[src/rtl/dtb_pkg.sv]
package dtb_pkg;
  localparam int CNT_W = 16;
  localparam int SEL_W = 3;
  localparam int MIN_EDGE_GAP = 9;
  localparam int SYNC_STAGES = 2;

  typedef enum logic {
    SRC_SYSCLK = 1'b0,
    SRC_PIN    = 1'b1
  } src_sel_e;
endpackage

[src/rtl/dtb_prescaler.sv]
module dtb_prescaler #(
  parameter int SEL_W = 3
) (
  input  logic             clk,
  input  logic             rst_n,
  input  logic [SEL_W-1:0] sel,
  input  logic             mode_key,
  input  logic             en,
  output logic             tick
);
  localparam int PCNT_W = (1 << SEL_W) - 1;

  logic [PCNT_W-1:0] pcnt_q, pcnt_d;
  logic [SEL_W-1:0]  sel_q;
  logic              key_q;
  logic              restart;
  logic [PCNT_W:0]   one_sh;
  logic [PCNT_W-1:0] lim;

  always_comb begin
    one_sh  = (PCNT_W+1)'(1) << sel;
    lim     = one_sh[PCNT_W-1:0] - PCNT_W'(1);
    restart = (sel != sel_q) || (mode_key != key_q);
    tick    = en && !restart && (pcnt_q == lim);
    pcnt_d  = pcnt_q;
    if (restart)   pcnt_d = '0;
    else if (tick) pcnt_d = '0;
    else if (en)   pcnt_d = pcnt_q + PCNT_W'(1);
  end

  always_ff @(posedge clk or negedge rst_n) begin
    if (!rst_n) begin
      pcnt_q <= '0;
      sel_q  <= '0;
      key_q  <= 1'b0;
    end else begin
      pcnt_q <= pcnt_d;
      sel_q  <= sel;
      key_q  <= mode_key;
    end
  end


  no_back_to_back_tick_chk: assert property (@(posedge clk) disable iff (!rst_n)
    (tick && (sel != '0)) |=> !tick);
endmodule

[src/rtl/dtb_ext_edge.sv]
module dtb_ext_edge #(
  parameter int SYNC_STAGES = 2,
  parameter int MIN_GAP     = 9
) (
  input  logic clk,
  input  logic rst_n,
  input  logic ext_in,
  output logic accept
);
  localparam int GAP_W = $clog2(MIN_GAP + 1);

  logic [SYNC_STAGES-1:0] sync_q;
  logic                   prev_q;
  logic [GAP_W-1:0]       gap_q, gap_d;
  logic                   rise;

  always_comb begin
    rise   = sync_q[SYNC_STAGES-1] && !prev_q;
    accept = rise && (gap_q >= GAP_W'(MIN_GAP));
    gap_d  = gap_q;
    if (accept)                         gap_d = GAP_W'(1);
    else if (gap_q < GAP_W'(MIN_GAP))   gap_d = gap_q + GAP_W'(1);
  end

  always_ff @(posedge clk or negedge rst_n) begin
    if (!rst_n) begin
      sync_q <= '0;
      prev_q <= 1'b0;
      gap_q  <= GAP_W'(MIN_GAP);
    end else begin
      sync_q <= {sync_q[SYNC_STAGES-2:0], ext_in};
      prev_q <= sync_q[SYNC_STAGES-1];
      gap_q  <= gap_d;
    end
  end


  accept_single_cycle_chk: assert property (@(posedge clk) disable iff (!rst_n)
    accept |=> !accept);
endmodule

[src/rtl/dtb_counter.sv]
module dtb_counter #(
  parameter int W = 16
) (
  input  logic         clk,
  input  logic         rst_n,
  input  logic         inc,
  output logic [W-1:0] count
);
  logic [W-1:0] count_q, count_d;

  always_comb begin
    count_d = count_q;
    if (inc) count_d = count_q + W'(1);
  end

  always_ff @(posedge clk or negedge rst_n) begin
    if (!rst_n) count_q <= '0;
    else        count_q <= count_d;
  end

  assign count = count_q;


  unit_step_wrap_chk: assert property (@(posedge clk) disable iff (!rst_n)
    !$stable(count_q) |-> (count_q == W'($past(count_q) + W'(1))));
endmodule

[src/rtl/dual_timebase.sv]
module dual_timebase
  import dtb_pkg::*;
(
  input  logic             clk,
  input  logic             rst_n,
  input  logic [SEL_W-1:0] cfg_div1,
  input  logic [SEL_W-1:0] cfg_div2,
  input  logic             cfg_src2,
  input  logic             ext_clk,
  output logic [CNT_W-1:0] count1,
  output logic [CNT_W-1:0] count2
);
  localparam int NBASE = 2;

  logic             ext_accept;
  logic [NBASE-1:0] base_en;
  logic [NBASE-1:0] base_key;
  logic [NBASE-1:0] base_tick;
  logic [SEL_W-1:0] base_sel [NBASE];
  logic [CNT_W-1:0] base_cnt [NBASE];
  src_sel_e         src2;

  assign src2        = src_sel_e'(cfg_src2);
  assign base_sel[0] = cfg_div1;
  assign base_sel[1] = cfg_div2;
  assign base_key    = {cfg_src2, 1'b0};
  assign base_en[0]  = 1'b1;
  assign base_en[1]  = (src2 == SRC_PIN) ? ext_accept : 1'b1;

  dtb_ext_edge #(
    .SYNC_STAGES(SYNC_STAGES),
    .MIN_GAP    (MIN_EDGE_GAP)
  ) u_edge (
    .clk   (clk),
    .rst_n (rst_n),
    .ext_in(ext_clk),
    .accept(ext_accept)
  );

  for (genvar i = 0; i < NBASE; i++) begin : g_base
    dtb_prescaler #(.SEL_W(SEL_W)) u_pre (
      .clk     (clk),
      .rst_n   (rst_n),
      .sel     (base_sel[i]),
      .mode_key(base_key[i]),
      .en      (base_en[i]),
      .tick    (base_tick[i])
    );
    dtb_counter #(.W(CNT_W)) u_cnt (
      .clk  (clk),
      .rst_n(rst_n),
      .inc  (base_tick[i]),
      .count(base_cnt[i])
    );
  end

  assign count1 = base_cnt[0];
  assign count2 = base_cnt[1];


  pin_mode_hold_chk: assert property (@(posedge clk) disable iff (!rst_n)
    (cfg_src2 && $past(cfg_src2) && !$past(ext_clk) && !$past(ext_clk, 2)
     && !$past(ext_clk, 3) && !$past(ext_clk, 4)) |-> $stable(count2));
endmodule

[config.mk]
export PLATFORM = sky130hd
export DESIGN_NAME = dual_timebase
export DESIGN_NICKNAME = d
export VERILOG_FILES = /design/src/rtl/dtb_pkg.sv /design/src/rtl/dtb_prescaler.sv /design/src/rtl/dtb_ext_edge.sv /design/src/rtl/dtb_counter.sv /design/src/rtl/dual_timebase.sv
export SDC_FILE = /design/constraint.sdc
export NUM_CORES = 1
export LEC_CHECK = 0
export ABC_CLOCK_PERIOD_IN_PS = 2850
export BUFFER_PORTS_ARGS = -buffer_cell sky130_fd_sc_hd__buf_2
export CORE_ASPECT_RATIO = 1.2
export CORE_MARGIN = 4
export CORE_UTILIZATION = 58
export DETAILED_ROUTE_END_ITERATION = 8
export MAX_ROUTING_LAYER = met4
export PLACE_DENSITY = 0.8
export SLEW_MARGIN = 20
export SYNTH_ARGS = -nofsm -noshare
export SYNTH_HDL_FRONTEND = slang
export SYNTH_SLANG_ARGS = --single-unit
[constraint.sdc]
create_clock -name clk -period 2.85 [get_ports clk]
set_input_delay 0 -clock clk [delete_from_list [all_inputs] [get_ports clk]]
set_output_delay 0 -clock clk [all_outputs]
set_load 0.005 [all_outputs]
==> key figures <==
Synthesis
  • Synthesis warning total: 0
  • Top cell type's share of synthesized area: 0.446
  • Cell area after synthesis: 0.00326 mm^2
  • Unique masters post-synth: 51
  • Ranking of synthesized cells by area: dfrtp_1 45%, xnor2_1 7.0%, xor2_1 7.0%
  • Synth Flop Type: dfrtp_1
  • FF+latch count, synth: 60
  • Syn_nets: 322
  • Largest area contributor in the netlist: dfrtp_1
  • Synthesized area per cell: 10.7 um^2
  • Fraction of registers with async set or reset after synthesis: 1.00
  • Number of flops mapped to enable cells by yosys: 0
  • Cells after Synth: 303
  • Sequential area share after synthesis: 0.462

CTS
  • Clock buffer depth: 2
  • CTS tree: yes
  • Clk Latency, worst-skew pair: 0.33 ns
  • Resize count post-CTS: 0
  • Reg clk slew, reported paths: 0.07 ns
  • CTS Sinks: 60
  • Clock Root Buffer: clkbuf_8
  • Max H-tree Level: 3
  • Total CTS buffers: 9

Worst setup path
  • Max FO, Critical Path: 16
  • Worst path arrival time: 2.92 ns
  • Crit end category: flop
  • WS Path Type: in2reg
  • CP Launch Point: cfg_div2[0]
  • CP startpoint kind: input port
  • FF-to-FF Start: g_base[0].u_pre.pcnt_q[4]
  • Data required time of the worst path: 3.06 ns

Die
  • Starting Density: 0.606
  • I/O pins: 42
  • Chip height: 90.1 um
  • Die area: 0.00688 mm^2
  • Die width: 76.4 um
  • Core outline area: 0.00537 mm^2
  • FP Rows: 29

GRT
  • Total grt overflow: 0
  • Largest net degree at the start of global routing: 47
  • Initial antenna violation count: 0
  • GRT Overall Usage: 0.200
  • First-pass GRT wire length: 11.0 mm
  • Vias in the first global route: 2388

STA
  • Worst Max-Slew Pin Slew: 0.759 ns
  • FMAX: 369 MHz
  • Relative slew slack: 0.490
  • Max Clock Skew: 0.00685 ns
  • Post-route clock period utilization: 0.951
  • Pins Over Slew Limit: 0
  • Fin. Hold Viols: 0
  • # setup viols final: 0
  • Fin Setup TNS: 0 ns
  • RSZ-0062 raised after global routing: no
  • Minimum clock period: 2.71 ns

Finish
  • ANT cells: 0
  • Nets: 369
  • Layout area overhead: 16.3%
  • Fill cell count: 401
  • Fraction of layout cells with a size suffix above 1: 0.223

Placed design
  • Placer Congestion: 0.801
  • Post-DP HPWL: 4.22 mm
  • Port Buffers: 41

Detailed routing
  • DR iter-0 viols: 151
  • Routed vias: 2403
  • Routed len/inst: 15.0 um
  • Detailed Routing Iterations Pass 1: 4
  • Via/cell ratio: 5.78
  • Number of nets with antenna violations after routing: 0
  • Final WL: 6.23 mm
  • # DRC: 0

Hold path
  • Worst Hold Class: in2async

Power and ir drop
  • Total power: 2.10 mW
  • Static Leak: 1.82 nW
  • Peak VDD IR: 0.000449 V
  • Pwr/cell area: 553 mW/mm^2

Run status
  • Outcome: finished clean

Job
  • Max-cap violations: 0
[layer usage]
metal / track usage / part of all wire / vias up
met5: - / 0 / -
met2: 0.312 / 0.50 / 38
li1: - / - / 1171
met4: 0.0891 / 0.011 / 0
met1: 0.254 / 0.46 / 1188
met3: 0.0350 / 0.035 / 6
[cells in the mapped netlist (4+ instances only)]
cell type  instances
nand2_1           19
nor3_2             4
xnor2_1           26
inv_1              7
ha_1               9
nand3_1            9
nor2_1            22
nor3_1             6
and3_1            13
clkbuf_1           8
nand3_2            8
dfrtp_1           58
a31oi_1           12
nand4_1            9
buf_6              4
nand3b_1           6
xor2_1            26
[state kept, by name, summed over array words and instances (netlist names)]
signal and flops:
g_base.u_pre.pcnt_q 14, g_base.u_pre.sel_q 6, g_base.u_pre.key_q 1, u_edge.gap_q 4, u_edge.prev_q 1, g_base.u_cnt.count 32
u_edge.sync_q 2
[cells in the final DEF (no fill, tap or decap), types with 10 or more instances in the layout]
| cell type | instances |
|---|---|
| dfrtp_1 | 58 |
| buf_2 | 40 |
| nand2_1 | 19 |
| xnor2_1 | 26 |
| a31oi_1 | 12 |
| clkbuf_8 | 10 |
| nor2_1 | 22 |
| and3_1 | 13 |
| xor2_1 | 26 |
[critical path: stages]
cell and delay, ns:
buf_2 0.11, dlygate4sd3_1 0.55, buf_4 0.17, nand2_1 0.06, ha_1 0.32, xnor2_1 0.14, or4_1 0.51, a311oi_2 0.34
o211a_4 0.36, mux2_1 0.34
[kinds of logic (layout without fill, tap and decap cells)]
logic type	Yosys count	count (layout)	synth area share
buffers and inverters	23	74	0.0380
AO/OA/AOI/OAI	37	37	0.0984
multiplexers	3	3	0.00999
adder cells (fa/ha/maj)	9	9	0.0346
flip-flops	60	60	0.462
XOR/XNOR	52	52	0.140
AND/OR/NAND/NOR	119	119	0.217
[per-stage QoR]
| step | hold WS, ns | cell area (um^2) | instances | worst slack (ns) | utilization |
|---|---|---|---|---|---|
| floorplan | -0.296 | 3260 | 303 | 0.322 | - |
| global placement | 0.113 | 3460 | 392 | 0.211 | 0.644 |
| detailed placement | 0.115 | 3460 | 392 | 0.119 | 0.644 |
| CTS | 0.314 | 3780 | 416 | 0.179 | 0.705 |
| global route | 0.315 | 3790 | 416 | 0.00787 | 0.705 |
| finish | 0.223 | 3790 | 416 | 0.140 | 0.705 |
[cell type report]
| type | instances | area [um^2] | area share |
|---|---|---|---|
| multi-input combinational | 220 | 1630 | 0.430 |
| sequential | 60 | 1500 | 0.397 |
| timing repair buffer | 52 | 313 | 0.0826 |
| clock buffer | 10 | 138 | 0.0363 |
| clock inverter | 5 | 100 | 0.0264 |
| tap | 62 | 77.6 | 0.0205 |
| inverter | 7 | 26.3 | 0.00694 |
[final timing paths]
path / to / slack, ns / cells after the start
max in group asynchronous: g_base[0].u_cnt.count[1] / 1.98 / 3
hold reg to reg: u_edge.sync_q[1] / 0.38 / 0
setup reg to reg: g_base[0].u_cnt.count[14] / 0.52 / 5
hold / removal: g_base[0].u_cnt.count[15] / 0.22 / 2
min in group clk: g_base[0].u_pre.pcnt_q[1] / 0.32 / 4
setup / recovery: g_base[1].u_cnt.count[1] / 0.14 / 10
[power by group]
part | switching, mW | internal, mW | total (mW)
clock network | 0.325 | 0.597 | 0.922
registers | 0.0364 | 0.904 | 0.940
logic | 0.136 | 0.0985 | 0.234
total | 0.497 | 1.60 | 2.10
[timing repair]
item	4_1_cts	5_1_grt
hold buffers	9	0
hold endpoints to repair	51	0
setup buffers	0	0
(Power assumes the default switching activity.)
